**config.mk**
```make
export PLATFORM = sky130hd
export DESIGN_NAME = core_powerup_seq
export DESIGN_NICKNAME = d
export VERILOG_FILES = /design/src/rtl/pwrseq_pkg.sv /design/src/rtl/pwrseq_ctrl.sv /design/src/rtl/pwrseq_datapath.sv /design/src/rtl/core_powerup_seq.sv
export SDC_FILE = /design/constraint.sdc
export NUM_CORES = 1
export LEC_CHECK = 0
export ABC_CLOCK_PERIOD_IN_PS = 2450
export CAP_MARGIN = 10
export CORE_ASPECT_RATIO = 1.75
export CORE_MARGIN = 3
export CORE_UTILIZATION = 46
export DETAILED_ROUTE_END_ITERATION = 6
export DONT_BUFFER_PORTS = 1
export GPL_TIMING_DRIVEN = 0
export PLACE_DENSITY_LB_ADDON = 0.12
export SYNTH_ARGS = -nofsm -noshare
export SYNTH_HDL_FRONTEND = slang
export SYNTH_SLANG_ARGS = --single-unit
```
**constraint.sdc**
```tcl
create_clock -name clk -period 2.45 [get_ports clk]
set_clock_uncertainty 0.1 [all_clocks]
set_input_delay 0.1225 -clock clk [delete_from_list [all_inputs] [get_ports clk]]
set_output_delay 0.1225 -clock clk [all_outputs]
set_load 0.03 [all_outputs]
```
**src/rtl/pwrseq_pkg.sv**
```systemverilog
package pwrseq_pkg;

  // Reset control word bit positions
  localparam int RST_STOP = 0;
  localparam int RST_CORE = 1;
  localparam int RST_BUS  = 2;

  // Power control word bit positions (decoded by the power switch fabric)
  localparam int PWR_STBY_N   = 18;
  localparam int PWR_RET_N    = 19;
  localparam int PWR_IO_CLAMP = 20;
  localparam int PWR_WL_CLAMP = 21;
  localparam int PWR_QMC_CLAMP = 22;
  localparam int PWR_HEADSW   = 24;
  localparam int PWR_LDO_BYP  = 25;

  localparam logic [31:0] PWR_RESET =
    (32'd1 << PWR_IO_CLAMP) | (32'd1 << PWR_WL_CLAMP) | (32'd1 << PWR_QMC_CLAMP);

  typedef struct packed {
    logic setRst;
    logic xoOn;
    logic hsOn;
    logic ldoOn;
    logic clrQmc;
    logic setStby;
    logic bankOn;
    logic clrWl;
    logic clrIo;
    logic relCore;
    logic clkOn;
    logic relStop;
  } seqStrobe_t;

  typedef enum logic [4:0] {
    S_IDLE, S_RST, S_XO, S_POLL, S_FAIL, S_HS, S_HSW, S_LDO, S_QMC,
    S_STBY, S_BANK, S_BANKW, S_WL, S_IO, S_CORE, S_CLK, S_GO, S_DONE
  } seqState_t;

endpackage

```
**src/rtl/pwrseq_ctrl.sv**
```systemverilog
module pwrseq_ctrl
  import pwrseq_pkg::*;
#(
  parameter int NBANK      = 20,
  parameter int POLL_LIMIT = 200
) (
  input  logic                     clk,
  input  logic                     rstN,
  input  logic                     startReq,
  input  logic                     tickUs,
  input  logic                     clkOffStatus,
  output seqStrobe_t               strobe,
  output logic [((NBANK > 1) ? $clog2(NBANK) : 1)-1:0] bankIdx,
  output logic                     seqDone,
  output logic                     seqError
);

  localparam int BIDX_W = (NBANK > 1) ? $clog2(NBANK) : 1;
  localparam int CNT_W  = $clog2(POLL_LIMIT + 1);

  seqState_t state, nextState;
  logic [CNT_W-1:0] pollCnt;

  always_comb begin
    nextState = state;
    case (state)
      S_IDLE:  if (startReq) nextState = S_RST;
      S_RST:   nextState = S_XO;
      S_XO:    nextState = S_POLL;
      S_POLL: begin
        if (!clkOffStatus) nextState = S_HS;
        else if (tickUs && pollCnt == CNT_W'(1)) nextState = S_FAIL;
      end
      S_FAIL:  nextState = S_IDLE;
      S_HS:    nextState = S_HSW;
      S_HSW:   if (tickUs) nextState = S_LDO;
      S_LDO:   nextState = S_QMC;
      S_QMC:   nextState = S_STBY;
      S_STBY:  nextState = S_BANK;
      S_BANK:  nextState = S_BANKW;
      S_BANKW: if (tickUs) nextState = (bankIdx == '0) ? S_WL : S_BANK;
      S_WL:    nextState = S_IO;
      S_IO:    nextState = S_CORE;
      S_CORE:  nextState = S_CLK;
      S_CLK:   nextState = S_GO;
      S_GO:    nextState = S_DONE;
      S_DONE:  nextState = S_IDLE;
      default: nextState = S_IDLE;
    endcase
  end

  always_ff @(posedge clk or negedge rstN) begin
    if (!rstN) begin
      state   <= S_IDLE;
      pollCnt <= '0;
      bankIdx <= '0;
    end else begin
      state <= nextState;
      if (state == S_XO) pollCnt <= CNT_W'(POLL_LIMIT);
      else if (state == S_POLL && clkOffStatus && tickUs) pollCnt <= pollCnt - 1'b1;
      if (state == S_STBY) bankIdx <= BIDX_W'(NBANK - 1);
      else if (state == S_BANKW && tickUs && bankIdx != '0) bankIdx <= bankIdx - 1'b1;
    end
  end

  always_comb begin
    strobe         = '0;
    strobe.setRst  = (state == S_RST);
    strobe.xoOn    = (state == S_XO);
    strobe.hsOn    = (state == S_HS);
    strobe.ldoOn   = (state == S_LDO);
    strobe.clrQmc  = (state == S_QMC);
    strobe.setStby = (state == S_STBY);
    strobe.bankOn  = (state == S_BANK);
    strobe.clrWl   = (state == S_WL);
    strobe.clrIo   = (state == S_IO);
    strobe.relCore = (state == S_CORE);
    strobe.clkOn   = (state == S_CLK);
    strobe.relStop = (state == S_GO);
  end

  assign seqDone  = (state == S_DONE);
  assign seqError = (state == S_FAIL);

  AST_DONE_PULSE: assert property (@(posedge clk) disable iff (!rstN)
    seqDone |=> !seqDone);
  AST_ERR_PULSE: assert property (@(posedge clk) disable iff (!rstN)
    seqError |=> !seqError);
  AST_POLL_NONZERO: assert property (@(posedge clk) disable iff (!rstN)
    (state == S_POLL) |-> (pollCnt != '0));
  AST_ERR_FROM_POLL: assert property (@(posedge clk) disable iff (!rstN)
    $rose(seqError) |-> ($past(state) == S_POLL));
  AST_BUSY_NO_RESTART: assert property (@(posedge clk) disable iff (!rstN)
    (state != S_IDLE) |=> (state != S_RST));

endmodule

```
**src/rtl/pwrseq_datapath.sv**
```systemverilog
module pwrseq_datapath
  import pwrseq_pkg::*;
#(
  parameter int NBANK  = 20,
  parameter int ADDR_W = 32
) (
  input  logic              clk,
  input  logic              rstN,
  input  seqStrobe_t        strobe,
  input  logic [((NBANK > 1) ? $clog2(NBANK) : 1)-1:0] bankIdx,
  input  logic [ADDR_W-1:0] bootAddr,
  output logic [2:0]        rstCtrl,
  output logic              xoClkEn,
  output logic [31:0]       pwrCtrl,
  output logic [NBANK-1:0]  memBankEn,
  output logic              coreClkEn,
  output logic [ADDR_W-1:0] bootVec
);

  localparam int BIDX_W = (NBANK > 1) ? $clog2(NBANK) : 1;

  always_ff @(posedge clk or negedge rstN) begin
    if (!rstN) begin
      rstCtrl   <= '0;
      xoClkEn   <= 1'b0;
      pwrCtrl   <= PWR_RESET;
      coreClkEn <= 1'b0;
      bootVec   <= '0;
    end else if (strobe.setRst) begin
      rstCtrl   <= 3'b111;
      xoClkEn   <= 1'b0;
      pwrCtrl   <= PWR_RESET;
      coreClkEn <= 1'b0;
      bootVec   <= bootAddr >> 4;
    end else begin
      if (strobe.xoOn)    xoClkEn <= 1'b1;
      if (strobe.hsOn)    pwrCtrl[PWR_HEADSW] <= 1'b1;
      if (strobe.ldoOn)   pwrCtrl[PWR_LDO_BYP] <= 1'b1;
      if (strobe.clrQmc)  pwrCtrl[PWR_QMC_CLAMP] <= 1'b0;
      if (strobe.setStby) begin
        pwrCtrl[PWR_STBY_N] <= 1'b1;
        pwrCtrl[PWR_RET_N]  <= 1'b1;
      end
      if (strobe.clrWl)   pwrCtrl[PWR_WL_CLAMP] <= 1'b0;
      if (strobe.clrIo)   pwrCtrl[PWR_IO_CLAMP] <= 1'b0;
      if (strobe.relCore) rstCtrl[RST_CORE] <= 1'b0;
      if (strobe.clkOn)   coreClkEn <= 1'b1;
      if (strobe.relStop) rstCtrl[RST_STOP] <= 1'b0;
    end
  end

  for (genvar g = 0; g < NBANK; g++) begin : gBank
    always_ff @(posedge clk or negedge rstN) begin
      if (!rstN) memBankEn[g] <= 1'b0;
      else if (strobe.setRst) memBankEn[g] <= 1'b0;
      else if (strobe.bankOn && bankIdx == BIDX_W'(g)) memBankEn[g] <= 1'b1;
    end
  end

  // Enabled banks always form one contiguous run ending at the top bank
  AST_BANKS_CONTIG: assert property (@(posedge clk) disable iff (!rstN)
    (((~memBankEn) & ((~memBankEn) + 1'b1)) == '0));
  AST_LDO_NEEDS_HS: assert property (@(posedge clk) disable iff (!rstN)
    pwrCtrl[PWR_LDO_BYP] |-> pwrCtrl[PWR_HEADSW]);
  AST_IO_AFTER_WL: assert property (@(posedge clk) disable iff (!rstN)
    !pwrCtrl[PWR_IO_CLAMP] |-> !pwrCtrl[PWR_WL_CLAMP]);
  AST_CLK_AFTER_REL: assert property (@(posedge clk) disable iff (!rstN)
    $rose(coreClkEn) |-> !rstCtrl[RST_CORE]);
  AST_STOP_LAST: assert property (@(posedge clk) disable iff (!rstN)
    $fell(rstCtrl[RST_STOP]) |-> coreClkEn);

endmodule

```
**src/rtl/core_powerup_seq.sv**
```systemverilog
module core_powerup_seq
  import pwrseq_pkg::*;
#(
  parameter int NBANK      = 20,
  parameter int ADDR_W     = 32,
  parameter int POLL_LIMIT = 200
) (
  input  logic              clk,
  input  logic              rstN,
  input  logic              startReq,
  input  logic              tickUs,
  input  logic              clkOffStatus,
  input  logic [ADDR_W-1:0] bootAddr,
  output logic [2:0]        rstCtrl,
  output logic              xoClkEn,
  output logic [31:0]       pwrCtrl,
  output logic [NBANK-1:0]  memBankEn,
  output logic              coreClkEn,
  output logic [ADDR_W-1:0] bootVec,
  output logic              seqDone,
  output logic              seqError
);

  localparam int BIDX_W = (NBANK > 1) ? $clog2(NBANK) : 1;

  seqStrobe_t        strobe;
  logic [BIDX_W-1:0] bankIdx;

  pwrseq_ctrl #(.NBANK(NBANK), .POLL_LIMIT(POLL_LIMIT)) ctrl_i (
    .clk(clk), .rstN(rstN), .startReq(startReq), .tickUs(tickUs),
    .clkOffStatus(clkOffStatus), .strobe(strobe), .bankIdx(bankIdx),
    .seqDone(seqDone), .seqError(seqError)
  );

  pwrseq_datapath #(.NBANK(NBANK), .ADDR_W(ADDR_W)) dp_i (
    .clk(clk), .rstN(rstN), .strobe(strobe), .bankIdx(bankIdx),
    .bootAddr(bootAddr), .rstCtrl(rstCtrl), .xoClkEn(xoClkEn),
    .pwrCtrl(pwrCtrl), .memBankEn(memBankEn), .coreClkEn(coreClkEn),
    .bootVec(bootVec)
  );

endmodule

```
# Word level (Yosys, flattened, before mapping)
# Cells that the tools add are included.
# W data, S select, Z words.
[totals] elab_cells=205 latchBits=0 memories=0 reg_bits=78 inputBits=37 rom_bits=0 mem_bits_rw=0
[classes] div=0 mul=0 n_bitwise=0 add_sub_neg=2 n_shift=0 mux=66 n_eq_ne=41 n_reduce_logical=61 magnitude_cmp=0
[op_table] cell="$eq A5 B4 Y1 const B" count=16
[op_table] cell="$pmux W5 S16" count=1
[op_table] cell="$reduce_bool A2 Y1" count=32
[op_table] cell="$mux W1" count=51
[op_table] cell="$eq A5 B3 Y1 const B" count=8
[op_table] cell="$mux W5" count=8
[op_table] cell="$eq A5 B5 Y1 const B" count=6
[op_table] cell="$logic_and A1 B1 Y1" count=25
[op_table] cell="$eq A5 B2 Y1 const B" count=4
[op_table] cell="$mux W8" count=2
[op_table] cell="$eq A5 B1 Y1 const B" count=2
[op_table] cell="$logic_not A5 Y1" count=2
[op_table] cell="$eq A8 B1 Y1 const B" count=1
[op_table] cell="$sub A8 B1 Y8 const B" count=1
[op_table] cell="$mux W2" count=3
[op_table] cell="$ne A2 B2 Y1 const B" count=3
[op_table] cell="$reduce_bool A5 Y1" count=1
[op_table] cell="$sub A5 B1 Y5 const B" count=1
[op_table] cell="$reduce_and A4 Y1" count=1
[op_table] cell="$mux W3" count=1
[op_table] cell="$ne A3 B2 Y1 const B" count=1

# Longest topological paths before layout
# Gate-level depths: netlist (run 1).
[logic_depth] depth_word=5 depth_mapped=7

# By module
# Synthesis (run 1) repeated with hierarchy kept, for this count alone.
[unflattened] hier_cells=331 hier_area_um2=3667.3
[modules_own_cells] mod="pwrseq_datapath" instances=1 cells_per_inst=195 area_per_inst_um2=2482.4
[modules_own_cells] mod="pwrseq_ctrl" instances=1 cells_per_inst=136 area_per_inst_um2=1184.9

# Least setup slack after synthesis (run 1)
# No wires, ideal clock.
[synth_path] path_type="reg-to-output" start="reg ctrl_i.state[4]" end="out seqDone" stages_incl_launch_ff=4 required_ps=2227 t_arrival_ps=2021 n_path_buf=2 setup_slack_ps=207 cell_sequence="dfrtp_1 clkbuf_1 clkbuf_1 nor4b_1"
[synth_via] elab_chain_cells=1
[synth_rtl] element="start: declaration" line_no="pwrseq_ctrl.sv:21" source="seqState_t state, nextState;"
[synth_rtl] element="start signal: assignment" line_no="pwrseq_ctrl.sv:58" source="state <= nextState;"
[synth_rtl] element="$eq A5 B5 Y1" line_no="pwrseq_ctrl.sv:82" source="assign seqDone = (state == S_DONE);"
[synth_rtl] element="end: declaration" line_no="core_powerup_seq.sv:20" source="output logic seqDone,"
# Every way passes these cells.

# Final worst setup path (run 1)
# Same ends and word-level chain as after synthesis.

==> impl_metrics.csv, run 1 <==
group,metric,value,unit
floorplan,fp.dieW,73.9,um
pwr,p_sw,2.90,mW
floorplan,rows,42,
final_layout,final_nets,518,
clock_tree,cts.sinks,77,
clock_tree,htree_levels,3,
logic_synthesis,postSynthAreaPerCell,9.19,um^2
clock_tree,cts_buffer_depth,2,
critical_path,cp-end-kind,"output port",
routing,first_pass_iters,5,
critical_path,cp_slowest_stage_delay,0.54,ns
clock_tree,cts_tree,"yes",
global_routing,grt_pass1_wl,14.9,mm
global_routing,antenna_found_initial,0,
placement,gp_congestion,0.787,
pwr,power.leakage,2.25,nW
logic_synthesis,synthArstFlopShare,100,%
pwr,power_frac_seq,49.3,%
routing,drc_errors,0,
final_layout,antenna_cells,0,
floorplan,die-area,9230,um^2
pwr,peakVddDrop,735,uV
hold_path,hold_path_class,"primary input to register",
logic_synthesis,syn_area,3710,um^2
final_layout,area_growth,22.4,%
placement,numPortBuffers,0,
outcome,status,"finished clean",
logic_synthesis,yosysSeqAreaShare,52.0,%
sta,rsz0062_at_grt,"false",
pwr,comb_power_share,30.8,%
global_routing,grt_pass1_vias,3023,
pwr,switching_share,47.8,%
sta,setup_tns,0,ns
critical_path,worstSetupPathType,"register to output port",
critical_path,critical_path_arrival,2.10,ns
logic_synthesis,yosysWarnings,0,
logic_synthesis,syn_inst,404,
clock_tree,cts_buffers,9,
clock_tree,clkSlewWorstSetupHoldPaths,0.06,ns
sta,finalSetupViolCount,0,
sta,min_period_over_period,94.8,%
critical_path,crit_family,"buffers and inverters",
pwr,p_clk_share,19.9,%
clock_tree,clk_latency,0.34,ns
routing,wire_per_inst,16.1,um
sta,hold_ws,0.0510,ns
pwr,internal_power,3.16,mW
routing,drt_wl_total,9.10,mm
logic_synthesis,synth_ff_type,"dfrtp_1",
sta,maxSlewHeadroom,33.6,%
logic_synthesis,synth_edf_count,0,
critical_path,slowest_stage,"nor4b_4",
routing,drtIter0Drc,297,
routing,drtAntennaViolNets,0,
critical_path,critPathMaxFanout,10,
critical_path,critPathLaunchType,"register",
sta,hold_viol,0,
sta,min_period,2.32,ns
global_routing,grt_max_degree,78,
floorplan,dieHeight,125,um
critical_path,path_cells,"clkbuf_1 > clkbuf_1 > nor4b_4",
critical_path,cp.required,2.23,ns
logic_synthesis,synth.distinct_cells,50,
critical_path,cp_common_cell,"clkbuf_1",
clock_tree,root_buffer,"clkbuf_16",
floorplan,initial_core_util,48.1,%
floorplan,core,7720,um^2
routing,num_vias,2999,
placement,hpwl,6.20,mm
sta,max_freq,431,MHz
critical_path,worst-path-buf-inv,2,
flow_run,drv_cap,0,
clock_tree,postCtsSetupRepairBufs,0,
global_routing,grt_usage,21.0,%
sta,timing_worst_slew_pin_value,0.986,ns
final_layout,drive_gt1_share,14.6,%
sta,slew_viol_final,0,
routing,avgViaCountPerCell,5.29,
floorplan,ioPinCount,128,
pwr,power_density,1330,nW/um^2
logic_synthesis,synth_seq_cells,77,
global_routing,grt_overflow_total,0,
worst reg2reg max path: cells and delay by family, from the launching register on:
kind	cells	cell delay, ns
flops	1	0.44
fa+ha+maj	1	0.21
simple gates	4	0.95
buf+inv	2	0.31
power by group through the flow:
stage	Combinational (mW)	Clock [mW]	Sequential, mW
after floorplan	1.42	0	2.87
after global placement	1.71	0	3.01
after detailed placement	1.76	0	3.01
after CTS	1.85	1.23	3.00
after global routing	2.12	1.29	3.06
final	1.87	1.21	2.99
placed cells by master (no fill, tap or decap), drive strengths merged, types with 3 or more instances in the layout:
master	count
nand2	97
nand2b	3
clkinv	4
or3b	4
clkbuf	21
ha	7
conb	29
nor2	37
a21oi	27
inv	9
buf	42
dfstp	3
a31oi	6
dfrtp	74
o21ai	13
dlygate4sd3	30
nor3	10
nand3	10
nand4	5
nor4	5
o31ai	4
or3	3
nor2b	5
or4	3
through the flow:
stage / instances / setup WS, ns / power [mW] / instance area [um^2] / utilization [%]
after global placement: 520 / -0.156 / 4.71 / 3930 / 50.8
final: 567 / 0.128 / 6.07 / 4550 / 58.8
after CTS: 567 / 0.133 / 6.08 / 4550 / 58.8
after floorplan: 432 / 0.207 / 4.28 / 3820 / -
after detailed placement: 520 / 0.291 / 4.76 / 3930 / 50.9
after global routing: 567 / 0.0192 / 6.47 / 4550 / 58.8
layout make-up:
cell class              instances  area (um^2)
clock inverters                 4         23.8
clock buffers                  12          246
inverters                       9         33.8
repair buffers                 31          328
well taps                      88          110
plain buffers                  50          312
flip-flops and latches         77         1930
multi-input cells             296         1560
fillers                       681         3180
state kept, by name, indices dropped and copies added (netlist names):
name and count:
ctrl_i.bankIdx 5, ctrl_i.pollCnt 8, ctrl_i.state 5, dp_i.bootVec 28
dp_i.coreClkEn 1, dp_i.memBankEn 20, dp_i.pwrCtrl 6, dp_i.rstCtrl 3
dp_i.xoClkEn 1
routing by layer:
metal | wire (um) | global-route usage [%]
met5 | 0 | 0
met3 | 691 | 6.14
met1 | 3310 | 23.1
met2 | 4790 | 35.6
met4 | 310 | 9.93
Yosys cell counts (3+ instances only):
library cell | n | area (um^2)
nand2_1 | 97 | 364
dfrtp_1 | 74 | 1850
nor2_1 | 37 | 139
buf_4 | 30 | 225
a21oi_1 | 27 | 135
o21ai_0 | 13 | 65.1
buf_2 | 9 | 45.0
clkbuf_1 | 9 | 33.8
inv_1 | 9 | 33.8
nand3_1 | 9 | 45.0
nor3_1 | 8 | 40.0
ha_1 | 7 | 87.6
a31oi_1 | 6 | 37.5
nor2b_1 | 5 | 31.3
nor4_1 | 4 | 25.0
o31ai_1 | 4 | 30.0
dfstp_2 | 3 | 78.8
nand2b_1 | 3 | 18.8
nand4_2 | 3 | 37.5
or3_1 | 3 | 18.8
or3b_1 | 3 | 26.3
or4_1 | 3 | 22.5
final timing paths:
kind | cells after the start | from | slack, ns | end
min in group asynchronous | 2 | rstN | 0.22 | ctrl_i.pollCnt[1]$_DFFE_PN0P_
min | 4 | tickUs | 0.05 | ctrl_i.state[2]$_DFFE_PN0P_
min reg2reg | 1 | ctrl_i.pollCnt[5]$_DFFE_PN0P_ | 0.38 | ctrl_i.pollCnt[5]$_DFFE_PN0P_
max in group asynchronous | 2 | rstN | 1.66 | dp_i.pwrCtrl[20]$_DFFE_PN1P_
max reg2reg | 7 | ctrl_i.bankIdx[0]$_DFFE_PN0P_ | 0.33 | ctrl_i.bankIdx[4]$_DFFE_PN0P_
max | 3 | ctrl_i.state[4]$_DFFE_PN0P_ | 0.13 | seqDone
timing repair:
item                                   in CTS  in global routing
hold buffers                               31                  0
endpoints found under the hold margin     113                  0
resized for setup                           2                  0
setup endpoints to repair                   2                  0
cells by family (layout without fill, tap and decap cells):
logic type	Yosys count	count (layout)	share of synthesized area, %
simple gates	194	194	25.3
flops	77	77	52.0
xor+xnor	4	4	0.944
buf+inv	59	106	9.30
mux	3	3	0.843
compound gates	59	59	9.13
fa+ha+maj	7	7	2.36
other cells	1	29	0.101
No activity file was read; power rests on OpenSTA's default activity.
==> run 2: changes to the inputs <==
--- a/config.mk
+++ b/config.mk
@@ -5,7 +5,7 @@
 export SDC_FILE = /design/constraint.sdc
 export NUM_CORES = 1
 export LEC_CHECK = 0
-export ABC_CLOCK_PERIOD_IN_PS = 2450
+export ABC_AREA = 1
 export CAP_MARGIN = 10
 export CORE_ASPECT_RATIO = 1.75
 export CORE_MARGIN = 3
==> impl_metrics.csv, run 2 <==
group,metric,value,unit
routing,avgViaCountPerCell,5.00,
final_layout,layout_common_cells,"141 x nand2_1, 74 x dfrtp_1, 42 x nor2_1",
logic_synthesis,synth_top_area_share,48.5,%
clock_tree,clkSlewWorstSetupHoldPaths,0.06,ns
final_layout,fillers,731,
logic_synthesis,synth_commonest_cells,"141 x nand2_1, 74 x dfrtp_1, 42 x nor2_1, 35 x buf_4, 35 x inv_1",
clock_tree,cts_buffers,9,
logic_synthesis,syn_inst,455,
final_layout,largest-register,"dp_i.bootVec",
pwr,peakVddDrop,674,uV
placement,hpwl,6.40,mm
hold_path,hold_path_class,"primary input to register",
routing,drt_wl_total,8.88,mm
clock_tree,cts_buffer_depth,2,
floorplan,die-area,9480,um^2
logic_synthesis,synthArstFlopShare,100,%
critical_path,worstSetupPathType,"register to output port",
logic_synthesis,ys_top_cells_by_area,"dfrtp_1 48%, nand2_1 14%, buf_4 6.9%",
logic_synthesis,synth_seq_cells,77,
clock_tree,postCtsSetupRepairBufs,0,
pwr,comb_power_share,31.1,%
global_routing,antenna_found_initial,0,
placement,gp_congestion,0.902,
sta,timing_worst_slew_pin_value,0.981,ns
logic_synthesis,yosysWarnings,0,
sta,max_freq,457,MHz
global_routing,grt_usage,19.8,%
critical_path,cp-end-kind,"output port",
final_layout,drive_gt1_share,16.8,%
pwr,power,5.78,mW
routing,num_vias,3102,
sta,setup_tns,0,ns
logic_synthesis,synth_top_cell_by_area,"dfrtp_1",
floorplan,initial_core_util,47.7,%
critical_path,critPathLaunchType,"register",
clock_tree,htree_levels,3,
floorplan,fp.dieW,74.9,um
floorplan,rows,43,
logic_synthesis,syn_area,3820,um^2
logic_synthesis,synth_most_common_cell,"nand2_1",
pwr,p_sw,2.61,mW
sta,rsz0062_at_grt,"false",
sta,finalSetupViolCount,0,
logic_synthesis,yosysSeqAreaShare,50.5,%
final_layout,antenna_cells,0,
flow_run,drv_cap,0,
routing,drc_errors,0,
clock_tree,ctsResizeCount,0,
critical_path,critical_path_arrival,1.97,ns
final_layout,final_nets,570,
clock_tree,cts_tree,"yes",
final_layout,final_common_cell,"nand2_1",
sta,min_period_over_period,89.4,%
floorplan,ioPinCount,128,
outcome,status,"finished clean",
pwr,internal_power,3.17,mW
sta,hold_ws,0.0277,ns
sta,maxSlewHeadroom,34.1,%
floorplan,core,8020,um^2
logic_synthesis,synth_ff_type,"dfrtp_1",
pwr,switching_share,45.2,%
critical_path,critPathMaxFanout,10,
floorplan,dieHeight,127,um
clock_tree,clk_latency,0.32,ns
clock_tree,postCtsHoldBufs,32,
routing,first_pass_iters,4,
logic_synthesis,synth_edf_count,0,
routing,wire_per_inst,14.3,um
critical_path,cp.required,2.23,ns
final_layout,largest_register_ff_count,28,
logic_synthesis,synth.distinct_cells,34,
sta,slew_viol_final,0,
global_routing,grt_pass1_wl,14.6,mm
global_routing,grt_max_degree,78,
routing,drtAntennaViolNets,0,
pwr,power_frac_seq,45.1,%
final_layout,area_growth,22.7,%
global_routing,grt_overflow_total,0,
global_routing,grt_pass1_vias,3089,
routing,drtIter0Drc,148,
clock_tree,cts.sinks,77,
placement,numPortBuffers,0,
sta,min_period,2.19,ns
pwr,power.leakage,2.52,nW
final_layout,top_regs,"dp_i.bootVec x28, dp_i.memBankEn x20, ctrl_i.pollCnt x8",
logic_synthesis,postSynthAreaPerCell,8.40,um^2
sta,hold_viol,0,
final_layout,multi_input_area,1540,um^2
pwr,p_clk_share,23.8,%
pwr,power_density,1230,nW/um^2
final_layout,regArea,1930,um^2
clock_tree,root_buffer,"clkbuf_16",
[run 2: changes by cell type in the layout (fill, tap and decap cells not counted), sizes merged, moves of 5 or more]
cell / delta
a21oi: -13
clkbuf: -9
inv: +32
nand2: +51
nand3: +18
nand4: +5
nor2: +11
nor2b: -5
nor3: -6
[run 2: logic make-up after synthesis]
family | count (synthesis) | synth area share [%]
AOI/OAI and AO/OA | 41 | 6.22
adders and majority gates | 7 | 2.29
DFF | 77 | 50.5
xor gates and xnor gates | 2 | 0.458
other | 1 | 0.0981
and+or+nand+nor | 242 | 28.4
buffers and inverters | 85 | 12.0
[run 2: power by group through the flow]
stage	sequential, mW	clock [mW]	combinational (mW)
6_report	2.61	1.37	1.80
5_1_grt	2.66	1.48	2.08
4_1_cts	2.61	1.41	1.81
3_5_place_dp	2.63	0	1.73
3_3_place_gp	2.63	0	1.68
2_1_floorplan	2.53	0	1.39
[run 2: stage by stage]
stage	worst slack, ns	area, um^2	utilization, %	std cells
final	0.260	4690	58.5	620
after global routing	0.118	4690	58.5	620
after CTS	0.231	4690	58.5	620
after detailed placement	0.588	4050	50.5	573
after global placement	0.280	4040	50.4	573
after floorplan	0.563	3930	-	483
[run 2: layer usage]
metal / track usage [%] / vias to the layer above / routed length, um / share of wire, %
met5: 0 / - / 0 / 0
met4: 9.75 / 0 / 310 / 3.5
met3: 5.47 / 23 / 593 / 6.7
met2: 32.4 / 100 / 4650 / 52
met1: 23.0 / 1454 / 3330 / 37
li1: - / 1525 / - / -
[run 2: layout make-up]
cell class,instances,area share [%]
Inverter,42,3.36
Multi-Input combinational cell,321,32.9
Clock buffer,11,4.96
Clock inverter,4,1.57
Tap cell,90,2.40
Timing Repair Buffer,32,7.20
Sequential cell,77,41.2
Buffer,43,6.43
[run 2: critical path, stage by stage, from the launching register on]
cell	delay (ns)
dfrtp_1	0.48
inv_2	0.10
buf_4	0.17
nand3_2	0.12
nor3_1	0.77
[run 2: final timing paths]
kind                                                from                        endpoint  slack [ns]  cells past startpoint
setup / recovery             ctrl_i.state[4]$_DFFE_PN0P_                        seqError        0.26                      4
hold / removal                              clkOffStatus   ctrl_i.pollCnt[0]$_DFFE_PN0P_        0.03                      4
setup reg to reg           ctrl_i.bankIdx[0]$_DFFE_PN0P_   ctrl_i.bankIdx[0]$_DFFE_PN0P_        0.62                      9
hold reg to reg            ctrl_i.pollCnt[3]$_DFFE_PN0P_   ctrl_i.pollCnt[3]$_DFFE_PN0P_        0.43                      2
max in group asynchronous                           rstN    dp_i.pwrCtrl[22]$_DFFE_PN1P_        1.63                      2
min in group asynchronous                           rstN  dp_i.memBankEn[18]$_DFFE_PN0P_        0.23                      2
